==> src/rtl/lcd_mod_pkg.sv <==
package lcd_mod_pkg;
  localparam int unsigned RATE_W = 6;
  localparam int unsigned REG_W  = 8;
  typedef logic [RATE_W-1:0] rate_t;
endpackage

==> src/rtl/mod_rate_reg.sv <==
module mod_rate_reg
  import lcd_mod_pkg::*;
#(
  parameter int unsigned RW = RATE_W,
  parameter int unsigned DW = REG_W
) (
  input  logic          clk_i,
  input  logic          rst_ni,
  input  logic          wr_en_i,
  input  logic [DW-1:0] wr_data_i,
  output logic [RW-1:0] rate_o,
  output logic [DW-1:0] rd_data_o
);
  localparam int unsigned PAD_W = DW - RW;

  logic [RW-1:0] rate_q;

  always_ff @(posedge clk_i or negedge rst_ni) begin
    if (!rst_ni)      rate_q <= '0;
    else if (wr_en_i) rate_q <= wr_data_i[RW-1:0];
  end

  generate
    if (PAD_W > 0) begin : g_pad
      assign rd_data_o = {{PAD_W{1'b0}}, rate_q};
    end else begin : g_nopad
      assign rd_data_o = rate_q;
    end
  endgenerate

  assign rate_o = rate_q;

  assert_wr_store_R2: assert property (@(posedge clk_i) disable iff (!rst_ni)
    wr_en_i |=> rate_o == $past(wr_data_i[RW-1:0]));
  assert_hold_R2: assert property (@(posedge clk_i) disable iff (!rst_ni)
    !wr_en_i |=> $stable(rate_o));
endmodule

==> src/rtl/mod_line_cnt.sv <==
module mod_line_cnt
  import lcd_mod_pkg::*;
#(
  parameter int unsigned RW = RATE_W
) (
  input  logic          clk_i,
  input  logic          rst_ni,
  input  logic          clr_i,
  input  logic          line_pulse_i,
  input  logic [RW-1:0] rate_i,
  output logic          hit_o
);
  logic [RW-1:0] cnt_q;
  logic          line_mode;
  logic          last;

  assign line_mode = (rate_i != '0);
  assign last      = (cnt_q == rate_i - RW'(1));
  assign hit_o     = !clr_i && line_mode && line_pulse_i && last;

  always_ff @(posedge clk_i or negedge rst_ni) begin
    if (!rst_ni)                                cnt_q <= '0;
    else if (clr_i || !line_mode)               cnt_q <= '0;
    else if (line_pulse_i) cnt_q <= last ? '0 : cnt_q + RW'(1);
  end

  assert_cnt_range_R3: assert property (@(posedge clk_i) disable iff (!rst_ni)
    line_mode |-> cnt_q < rate_i);
  assert_cnt_idle_R4: assert property (@(posedge clk_i) disable iff (!rst_ni)
    !line_mode |-> cnt_q == '0);
  assert_clr_R7: assert property (@(posedge clk_i) disable iff (!rst_ni)
    clr_i |=> cnt_q == '0);
endmodule

==> src/rtl/mod_toggle.sv <==
module mod_toggle (
  input  logic clk_i,
  input  logic rst_ni,
  input  logic hold_i,
  input  logic frame_mode_i,
  input  logic frame_pulse_i,
  input  logic line_hit_i,
  output logic mod_o
);
  logic mod_q;
  logic flip;

  // source select: frame strobe at rate 0, counted lines otherwise
  assign flip = !hold_i && (frame_mode_i ? frame_pulse_i : line_hit_i);

  always_ff @(posedge clk_i or negedge rst_ni) begin
    if (!rst_ni)   mod_q <= 1'b0;
    else if (flip) mod_q <= ~mod_q;
  end

  assign mod_o = mod_q;

  assert_flip_R3: assert property (@(posedge clk_i) disable iff (!rst_ni)
    flip |=> mod_o != $past(mod_o));
  assert_still_R3: assert property (@(posedge clk_i) disable iff (!rst_ni)
    !flip |=> $stable(mod_o));
endmodule

==> src/rtl/lcd_mod_gen.sv <==
module lcd_mod_gen
  import lcd_mod_pkg::*;
(
  input  logic             clk_i,
  input  logic             rst_ni,
  input  logic             wr_en_i,
  input  logic [REG_W-1:0] wr_data_i,
  output logic [REG_W-1:0] rd_data_o,
  input  logic             tft_sel_i,
  input  logic             line_pulse_i,
  input  logic             frame_pulse_i,
  output logic             mod_o
);
  rate_t rate;
  logic  clr;
  logic  hit;

  assign clr = wr_en_i || tft_sel_i;

  mod_rate_reg #(.RW(RATE_W), .DW(REG_W)) u_reg (
    .clk_i     (clk_i),
    .rst_ni    (rst_ni),
    .wr_en_i   (wr_en_i),
    .wr_data_i (wr_data_i),
    .rate_o    (rate),
    .rd_data_o (rd_data_o)
  );

  mod_line_cnt #(.RW(RATE_W)) u_cnt (
    .clk_i        (clk_i),
    .rst_ni       (rst_ni),
    .clr_i        (clr),
    .line_pulse_i (line_pulse_i),
    .rate_i       (rate),
    .hit_o        (hit)
  );

  mod_toggle u_tgl (
    .clk_i         (clk_i),
    .rst_ni        (rst_ni),
    .hold_i        (clr),
    .frame_mode_i  (rate == '0),
    .frame_pulse_i (frame_pulse_i),
    .line_hit_i    (hit),
    .mod_o         (mod_o)
  );

  assert_tft_hold_R6: assert property (@(posedge clk_i) disable iff (!rst_ni)
    tft_sel_i |=> $stable(mod_o));
  assert_wr_hold_R7: assert property (@(posedge clk_i) disable iff (!rst_ni)
    wr_en_i |=> $stable(mod_o));
  assert_frame_only_R4: assert property (@(posedge clk_i) disable iff (!rst_ni)
    (rate == '0 && !frame_pulse_i) |=> $stable(mod_o));
  assert_no_line_R5: assert property (@(posedge clk_i) disable iff (!rst_ni)
    (rate != '0 && !line_pulse_i) |=> $stable(mod_o));
  assert_rd_pad_R2: assert property (@(posedge clk_i) disable iff (!rst_ni)
    rd_data_o[REG_W-1:RATE_W] == '0);
endmodule

==> config.mk <==
export PLATFORM = sky130hd
export DESIGN_NAME = lcd_mod_gen
export DESIGN_NICKNAME = d
export VERILOG_FILES = /design/src/rtl/lcd_mod_pkg.sv /design/src/rtl/mod_rate_reg.sv /design/src/rtl/mod_line_cnt.sv /design/src/rtl/mod_toggle.sv /design/src/rtl/lcd_mod_gen.sv
export SDC_FILE = /design/constraint.sdc
export NUM_CORES = 1
export LEC_CHECK = 0
export BUFFER_PORTS_ARGS = -buffer_cell sky130_fd_sc_hd__buf_2
export CAP_MARGIN = 20
export CORE_MARGIN = 5
export CORE_UTILIZATION = 50
export DETAILED_ROUTE_END_ITERATION = 8
export MAX_ROUTING_LAYER = met4
export PLACE_DENSITY_LB_ADDON = 0.2
export SYNTH_ARGS = -nofsm -noshare
export SYNTH_HDL_FRONTEND = slang
export SYNTH_SLANG_ARGS = --single-unit
==> constraint.sdc <==
create_clock -name clk_i -period 2.8 [get_ports clk_i]
set_clock_uncertainty 0.15 [all_clocks]
set_input_delay 0.28 -clock clk_i [delete_from_list [all_inputs] [get_ports clk_i]]
set_output_delay 0.28 -clock clk_i [all_outputs]
set_load 0.01 [all_outputs]
==> results.toml, run 1 <==
[sta]
rsz0062_at_grt = "false"
fin_ws_ns = 0.522
post-route-min-period_ns = 2.28
setup-tns-final_ns = 0
max-slew-margin-rel = 0.524
hold_viol = 0
finalSetupViolations = 0
max_freq_ghz = 0.439
fin_crit_sh = 0.813
drv_slew = 0
tightest_slew_ns = 0.711

[setup_path]
arrival_ns = 2.34
critPathBufInv = 1
worst-setup-path-type = "reg2reg"
crit_fanout = 10
regToRegStartpoint = "u_reg.rate_o[0]"
cp-startpoint = "u_reg.rate_o[0]"
critPathCaptureType = "flop"
slowest_delay_ns = 0.54
crit_chain = "inv_1 > ha_1 > xnor3_1 > a32oi_1 > or3b_1 > or3_1 > nand4_1"
crit_slowest_cell = "or3b_1"
required_ns = 2.86
start_kind = "flop"
cpLargestDelayFamily = "simple AND/OR/NAND/NOR gates"

[global_routing]
grt_pass1_vias = 758
antenna_found_initial = 0
grt_max_degree = 14
grt_pass1_wl_um = 3230
track_usage = 0.165
grt-ovfl-total = 0

[routing]
ant_nets = 0
first_iter_violations = 40
routed_wl_um = 1890
vias = 784
drc = 0
viasPerCell = 6.03
wire_per_inst_um = 14.5
dr.pass1.iters = 4

[logic_synthesis]
async_flop_share = 1.00
synth_largest_area_cell = "dfrtp_1"
synth_cell_type_count = 31
synth_top_area_share = 0.380
ys_seq_area_frac = 0.380
synthCells = 94
synth-edff-count = 0
ys_top_cells_by_area = "dfrtp_1 38%, o211ai_1 6.1%, mux2_2 5.3%"
synth_area_per_cell_um2 = 9.12
ys_seq_elements = 13
synth_most_common_cell = "dfrtp_1"
synth_commonest_cells = "13 x dfrtp_1, 9 x nand2_1, 8 x nor2_1, 7 x o211ai_1, 6 x a21oi_1"
synthFlopType = "dfrtp_1"
synth.yosys.warnings = 0
syn-cell-area_um2 = 857

[clock_tree]
cts_root_buffer = "clkbuf_4"
cts_buffers = 3
cts_buffer_depth = 2
path_clk_slew_ns = 0.08
cts_tree = "yes"
cts_sinks = 13
h-tree-depth = 1
clock_latency_ns = 0.27

[min_path]
worstHoldStart = "wr_data_i[1]"
hold_class = "in2reg"

[floorplanning]
initial_core_util = 0.513
die_h_um = 51.4
coreArea_um2 = 1670
die_w_um = 51.4
placementRows = 15
dieArea_um2 = 2640
num_io_pins = 23

[layout]
antenna_cells = 0
area_growth_syn_to_layout_pct = 13.7
drive_gt1_frac = 0.239
n_fill_cell = 152
nNetsFinal = 131

[placement]
dpl.hpwl_um = 1390
port-buffer-count = 18
gp_congestion = 0.834
dpl_worst_slack_ns = 0.557

[power]
powerDensity_nw_per_um2 = 429
irDropWorstVdd_mv = 0.286
leakage_nw = 0.414

[status]
status = "finished clean"

[run]
maxCapViolCount = 0
[metal layers]
metal / vias up / global-route usage / part of all wire
met5: - / - / 0
met4: 0 / 0.0655 / 0.013
met1: 368 / 0.207 / 0.44
li1: 377 / - / -
met2: 33 / 0.258 / 0.49
met3: 6 / 0.0350 / 0.056
[placed cells by master, fill, tap and decap left out]
master,instances
buf_2,18
dfrtp_1,13
nand2_1,9
nor2_1,8
o211ai_1,7
a21oi_1,6
xnor2_1,5
mux2_2,4
inv_1,3
nand3_1,3
o21ai_0,3
a31oi_1,3
ha_1,3
clkbuf_4,3
nor3_1,2
a32oi_1,2
o22ai_1,2
or2_2,2
nor3b_1,2
nand2b_1,2
conb_1,2
xnor3_1,1
or3b_1,1
nor2b_1,1
nand3b_1,1
nand4b_1,1
or3_1,1
nor4b_1,1
nand4_1,1
and2_1,1
clkbuf_1,1
dlygate4sd3_1,1
[where the power goes]
part           switching [mW]  internal [mW]  total, mW
logic                  0.0503         0.0402     0.0905
registers              0.0132          0.197      0.210
clock network          0.0619         0.0552      0.117
[cells by family after synthesis]
group	Yosys count	synth area share
xor+xnor	6	0.0774
simple gates	36	0.219
compound gates	23	0.171
other cells	1	0.00438
flops	13	0.380
mux	4	0.0526
buf+inv	8	0.0526
fa+ha+maj	3	0.0438
[registers in the layout, indices dropped and copies added (netlist names)]
register / count
u_tgl.mod_o: 1
u_cnt.cnt_q: 6
u_reg.rate_o: 6
[tightest hold or removal path, delay by kind of cell]
family                 cells  cell delay [ns]
and+or+nand+nor            1             0.04
buffers and inverters      1             0.07
AOI/OAI and AO/OA          1             0.06
[layout make-up]
| class | count | area, um2 | area share |
|---|---|---|---|
| repair buffers | 19 | 100 | 0.103 |
| inverters | 3 | 11.3 | 0.0116 |
| clock buffers | 4 | 26.3 | 0.0270 |
| flip-flops and latches | 13 | 325 | 0.334 |
| multi-input cells | 74 | 490 | 0.503 |
| well taps | 17 | 21.3 | 0.0218 |
[per-stage QoR]
stage / hold WS (ns) / util / power, mW / instances / instance area (um2)
floorplan: -0.166 / - / 0.276 / 95 / 861
global placement: 0.0370 / 0.562 / 0.299 / 125 / 938
detailed placement: 0.0411 / 0.562 / 0.302 / 125 / 938
CTS: 0.0629 / 0.584 / 0.420 / 130 / 975
global route: 0.0943 / 0.584 / 0.442 / 130 / 975
finish: 0.0675 / 0.584 / 0.418 / 130 / 975
[timing repair]
action / in CTS / in global routing
setup buffers: 0 / 0
hold buffers: 1 / 0
hold endpoints to repair: 13 / 0
gates resized for setup: 0 / 0
[worst paths after layout]
kind,cells after the start,slack (ns),to
worst min-delay path,3,0.07,u_reg.rate_o[1]
worst max register to register,7,0.52,u_tgl.mod_o
max in group asynchronous,2,1.98,u_reg.rate_o[5]
worst max-delay path,7,0.52,u_tgl.mod_o
worst min register to register,1,0.42,u_reg.rate_o[5]
min in group asynchronous,2,0.28,u_tgl.mod_o
Power figures use the tool's default switching activity.
==> run 2: changes to the inputs <==
==> constraint.sdc (replaced) <==
create_clock -name clk_i -period 2.4 [get_ports clk_i]
set_clock_uncertainty 0.15 [all_clocks]
set_input_delay 0.24 -clock clk_i [delete_from_list [all_inputs] [get_ports clk_i]]
set_output_delay 0.24 -clock clk_i [all_outputs]
set_load 0.01 [all_outputs]
==> run 2 against run 1 <==
  * Critical path depth did not move
  * Non-clock buffer count up 1
  * Global-route usage rose by 1.2 points
  * Count of clock-buffer cells in the layout decreased by 1
  * Utilization is 0.82 points higher
  * Combinational power grew 20%
  * Total power up 19%
  * Register-to-register slack got worse by 0.32 ns
  * Wire length rose by 3.0%
  * Design area is 1.4% higher
  * Hold slack worse by 0.034 ns
  * Cell count rose by 0.77%
  * Critical endpoint unchanged
  * Highest routed layer unchanged
==> results.toml, run 2 (synthesis gave the netlist of run 1 again) <==
[floorplanning]
die_w_um = 51.4
num_io_pins = 23
dieArea_um2 = 2640
die_h_um = 51.4
initial_core_util = 0.513
placementRows = 15
coreArea_um2 = 1670

[sta]
drv_slew = 0
fin_crit_sh = 0.917
hold_viol = 0
rsz0062_at_grt = "false"
setup-tns-final_ns = 0
finalSetupViolations = 0
fin_ws_ns = 0.200
post-route-min-period_ns = 2.20
max_freq_ghz = 0.455
tightest_slew_ns = 0.744
max-slew-margin-rel = 0.502

[global_routing]
antenna_found_initial = 0
grt_pass1_vias = 719
grt-ovfl-total = 0
grt_pass1_wl_um = 3310
track_usage = 0.177
grt_max_degree = 14

[power]
leakage_nw = 0.421
powerDensity_nw_per_um2 = 505
p_comb_frac = 0.219
power.share.clock = 0.288
power_frac_seq = 0.493
p_switching_mw = 0.158
power_switching_share = 0.316
intPower_mw = 0.342
finalPower_mw = 0.499
irDropWorstVdd_mv = 0.430

[placement]
gp_congestion = 0.834
port-buffer-count = 18
dpl_worst_slack_ns = 0.141
place_inst = 125
dpl.hpwl_um = 1460

[clock_tree]
cts_sinks = 13
cts_setup_buffers = 0
cts_root_buffer = "clkbuf_4"
cts_buffer_depth = 2
h-tree-depth = 1
cts_tree = "yes"
cts_buffers = 3
clock_latency_ns = 0.29
path_clk_slew_ns = 0.09

[layout]
antenna_cells = 0
mostFrequentLayoutCell = "buf_2"
nNetsFinal = 132
layout_common_cells = "18 x buf_2, 13 x dfrtp_1, 9 x nand2_1, 8 x nor2_1, 7 x o211ai_1"
stdcell_count = 131
drive_gt1_frac = 0.254
n_fill_cell = 155
final_core_util = 0.592
area_growth_syn_to_layout_pct = 15.3
register_area_um2 = 325
multi_input_area_um2 = 493

[routing]
routed_wl_um = 1940
drc = 0
vias = 769
viasPerCell = 5.87
first_iter_violations = 14
dr.pass1.iters = 4
ant_nets = 0
wire_per_inst_um = 14.8

[setup_path]
crit_fanout = 10
critPathCaptureType = "flop"
required_ns = 2.48
start_kind = "flop"
rr_worst_depth = 7
arrival_ns = 2.28
worst-setup-path-type = "reg2reg"

[run]
maxCapViolCount = 0

[min_path]
hold_class = "in2reg"
min_path_cells = 3

[status]
status = "finished clean"
## run 2: cell types whose count changed in the layout (fill, tap and decap cells not counted)
cell,before,now
clkinv_2,0,1
clkbuf_1,1,0
dlygate4sd3_1,1,2
or3b_1,1,0
or3b_4,0,1
## run 2: layout make-up
| cell class | count | share of cell area |
|---|---|---|
| multi-input cells | 74 | 0.499 |
| flip-flops and latches | 13 | 0.329 |
| repair buffers | 20 | 0.111 |
| clock buffers | 3 | 0.0228 |
| well taps | 17 | 0.0215 |
| inverters | 3 | 0.0114 |
| clock inverters | 1 | 0.00506 |
## run 2: power by group through the flow
stage | clock network [mW] | registers [mW] | logic [mW]
floorplan | 0 | 0.252 | 0.0703
global placement | 0 | 0.249 | 0.100
detailed placement | 0 | 0.250 | 0.105
CTS | 0.153 | 0.245 | 0.108
global route | 0.165 | 0.248 | 0.123
finish | 0.144 | 0.246 | 0.109
## run 2: timing repair
action / CTS / global route
gates resized for setup: 0 / 1
endpoints found under the hold margin: 14 / 0
endpoints found under the setup margin: 0 / 1
hold buffers: 2 / 0
## run 2: worst paths after layout
path                                  from         endpoint  slack [ns]
min                           wr_data_i[1]  u_reg.rate_o[1]        0.03
max reg2reg                u_reg.rate_o[0]      u_tgl.mod_o        0.20
max                        u_reg.rate_o[0]      u_tgl.mod_o        0.20
min in group asynchronous           rst_ni  u_reg.rate_o[0]        0.22
min reg2reg                u_reg.rate_o[5]  u_reg.rate_o[5]        0.44
max in group asynchronous           rst_ni   u_cnt.cnt_q[2]        1.64
## run 2: worst max-delay path, cell delays in order (launching register included)
cell	delay (ns)
dfrtp_1	0.44
inv_1	0.10
ha_1	0.24
xnor3_1	0.20
a32oi_1	0.06
or3b_4	0.48
or3_1	0.37
nand4_1	0.09
## run 2: stage by stage
stage / instance area [um2] / hold WS (ns)
after floorplan: 861 / -0.206
after global placement: 938 / -0.00273
after detailed placement: 938 / 0.00328
after CTS: 986 / 0.0161
after global routing: 988 / 0.0192
final: 988 / 0.0338
## run 2: routing by layer
metal  vias to the layer above  GRT usage  share of wire
li1                        377          -              -
met1                       371      0.214           0.45
met2                        17      0.278           0.49
met3                         4     0.0612          0.038
met4                         0     0.0524          0.018
met5                         -          -              0
==> run 3: changes to the inputs <==
--- a/config.mk
+++ b/config.mk
@@ -8,7 +8,7 @@
 export BUFFER_PORTS_ARGS = -buffer_cell sky130_fd_sc_hd__buf_2
 export CAP_MARGIN = 20
 export CORE_MARGIN = 5
-export CORE_UTILIZATION = 50
+export CORE_UTILIZATION = 45
 export DETAILED_ROUTE_END_ITERATION = 8
 export MAX_ROUTING_LAYER = met4
 export PLACE_DENSITY_LB_ADDON = 0.2
==> constraint.sdc (replaced) <==
create_clock -name clk_i -period 1.8 [get_ports clk_i]
set_clock_uncertainty 0.15 [all_clocks]
set_input_delay 0.18 -clock clk_i [delete_from_list [all_inputs] [get_ports clk_i]]
set_output_delay 0.18 -clock clk_i [all_outputs]
set_load 0.01 [all_outputs]
==> run 3 against run 2 <==
  * The run now ends with setup timing left
  * Sequential cell count is the same
  * Sequential power up 31%
  * Largest power group unchanged
  * Highest routed layer unchanged
  * Utilization rose by 9.3 points
  * Clock power up 31%
  * Combinational power grew 98%
  * Total power rose by 46%
  * Count of clock-buffer cells in the layout is 1 higher
  * Setup slack worse by 0.35 ns
  * Critical path depth is 2 lower
==> results.toml, run 3 (synthesis gave the netlist of run 1 again) <==
[status]
status = "complete, but fails checks"
violations = "setup timing"

[power]
powerDensity_nw_per_um2 = 601
irDropWorstVdd_mv = 0.403
leakage_nw = 0.521

[floorplanning]
initial_core_util = 0.486
die_w_um = 53.6
dieArea_um2 = 2880
num_io_pins = 23
coreArea_um2 = 1760
placementRows = 15
die_h_um = 53.6

[global_routing]
grt-ovfl-total = 0
grt_max_degree = 14
antenna_found_initial = 0
grt_pass1_vias = 781
track_usage = 0.161
grt_pass1_wl_um = 3340

[setup_path]
slowest_delay_ns = 0.46
start_kind = "flop"
crit_chain = "nor3_1 > a21oi_1 > or3b_4 > or3_1 > nand4_1"
crit_fanout = 5
required_ns = 1.87
arrival_ns = 2.02
worst-setup-path-type = "reg2reg"
crit_slowest_cell = "or3b_4"
critPathCaptureType = "flop"

[sta]
hold_viol = 0
fin_ws_ns = -0.149
post-route-min-period_ns = 1.95
drv_slew = 0
rsz0062_at_grt = "true"
setup-tns-final_ns = -0.467
max_freq_ghz = 0.513
finalSetupViolations = 7
fin_crit_sh = 1.08
holdWs_ns = 0.0691

[placement]
dpl.hpwl_um = 1470
dpl_worst_slack_ns = -0.171
port-buffer-count = 18
gp_congestion = 0.722

[clock_tree]
cts_tree = "yes"
h-tree-depth = 1
clock_latency_ns = 0.28
cts_buffers = 3
cts_root_buffer = "clkbuf_4"
path_clk_slew_ns = 0.09
cts_sinks = 13
cts_buffer_depth = 2

[layout]
drive_gt1_frac = 0.385
multi_input_area_um2 = 541
layout_common_cells = "18 x buf_2, 15 x buf_4, 12 x dfrtp_1, 9 x nand2_1, 8 x nor2_1"
area_growth_syn_to_layout_pct = 41.0
n_fill_cell = 162
final_core_util = 0.685
nNetsFinal = 153
register_area_um2 = 327
antenna_cells = 0
mostFrequentLayoutCell = "buf_2"

[routing]
first_iter_violations = 16
drc = 0
ant_nets = 0
dr.pass1.iters = 4
viasPerCell = 5.42
vias = 867
wire_per_inst_um = 13.8
routed_wl_um = 2210

[run]
maxCapViolCount = 0

[min_path]
hold_class = "in2reg"
[run 3: cell types whose count changed in the layout (fill, tap and decap cells not counted), sizes merged]
cell	before	now
or3b	1	2
clkbuf	3	4
buf	18	33
clkinv	1	0
dlygate4sd3	2	7
[run 3: area by class of cell]
cell class / count / share of cell area
multi-input cells: 75 / 0.447
repair buffers: 40 / 0.226
clock buffers: 4 / 0.0217
inverters: 3 / 0.00932
flip-flops and latches: 13 / 0.270
well taps: 25 / 0.0259
[run 3: what timing repair did]
item,4_1_cts,5_1_grt
endpoints found under the setup margin,7,7
setup buffers,0,1
gates cloned,0,1
resized for setup,1,6
endpoints found under the hold margin,19,0
pin swaps,0,3
hold buffers,7,0
[run 3: through the flow]
| step | instances | power (mW) | instance area [um2] |
|---|---|---|---|
| after floorplan | 95 | 0.436 | 875 |
| after global placement | 147 | 0.504 | 1070 |
| after detailed placement | 147 | 0.509 | 1070 |
| after CTS | 158 | 0.706 | 1170 |
| after global routing | 160 | 0.766 | 1210 |
| final | 160 | 0.727 | 1210 |
[run 3: power breakdown]
part	total [mW]	switching (mW)	internal (mW)
clock network	0.188	0.102	0.0859
registers	0.323	0.0157	0.307
logic	0.216	0.104	0.111
total	0.727	0.222	0.504
[run 3: path summary, 6_finish.rpt]
check                           startpoint              end  slack (ns)  depth (start not counted)
max in group asynchronous           rst_ni  u_reg.rate_o[0]        1.07                          2
min reg2reg                u_reg.rate_o[5]  u_reg.rate_o[5]        0.44                          1
min in group asynchronous           rst_ni  u_reg.rate_o[0]        0.17                          2
max                        u_reg.rate_o[2]      u_tgl.mod_o       -0.15                          5
min                                wr_en_i  u_reg.rate_o[0]        0.07                          2
max reg2reg                u_reg.rate_o[2]      u_tgl.mod_o       -0.15                          5
[run 3: critical path, delay by kind of cell (launching register included)]
kind / cells / cell delay, ns
DFF: 1 / 0.43
and+or+nand+nor: 4 / 1.15
AOI/OAI and AO/OA: 1 / 0.15
[run 3: layer usage]
metal,vias up,wire length [um],share of wire,GRT usage
met5,-,0,0,-
met2,27,1120,0.50,0.276
met1,416,980,0.44,0.199
met4,0,12,0.0054,0.0383
li1,422,-,-,-
met3,2,104,0.047,0.0249
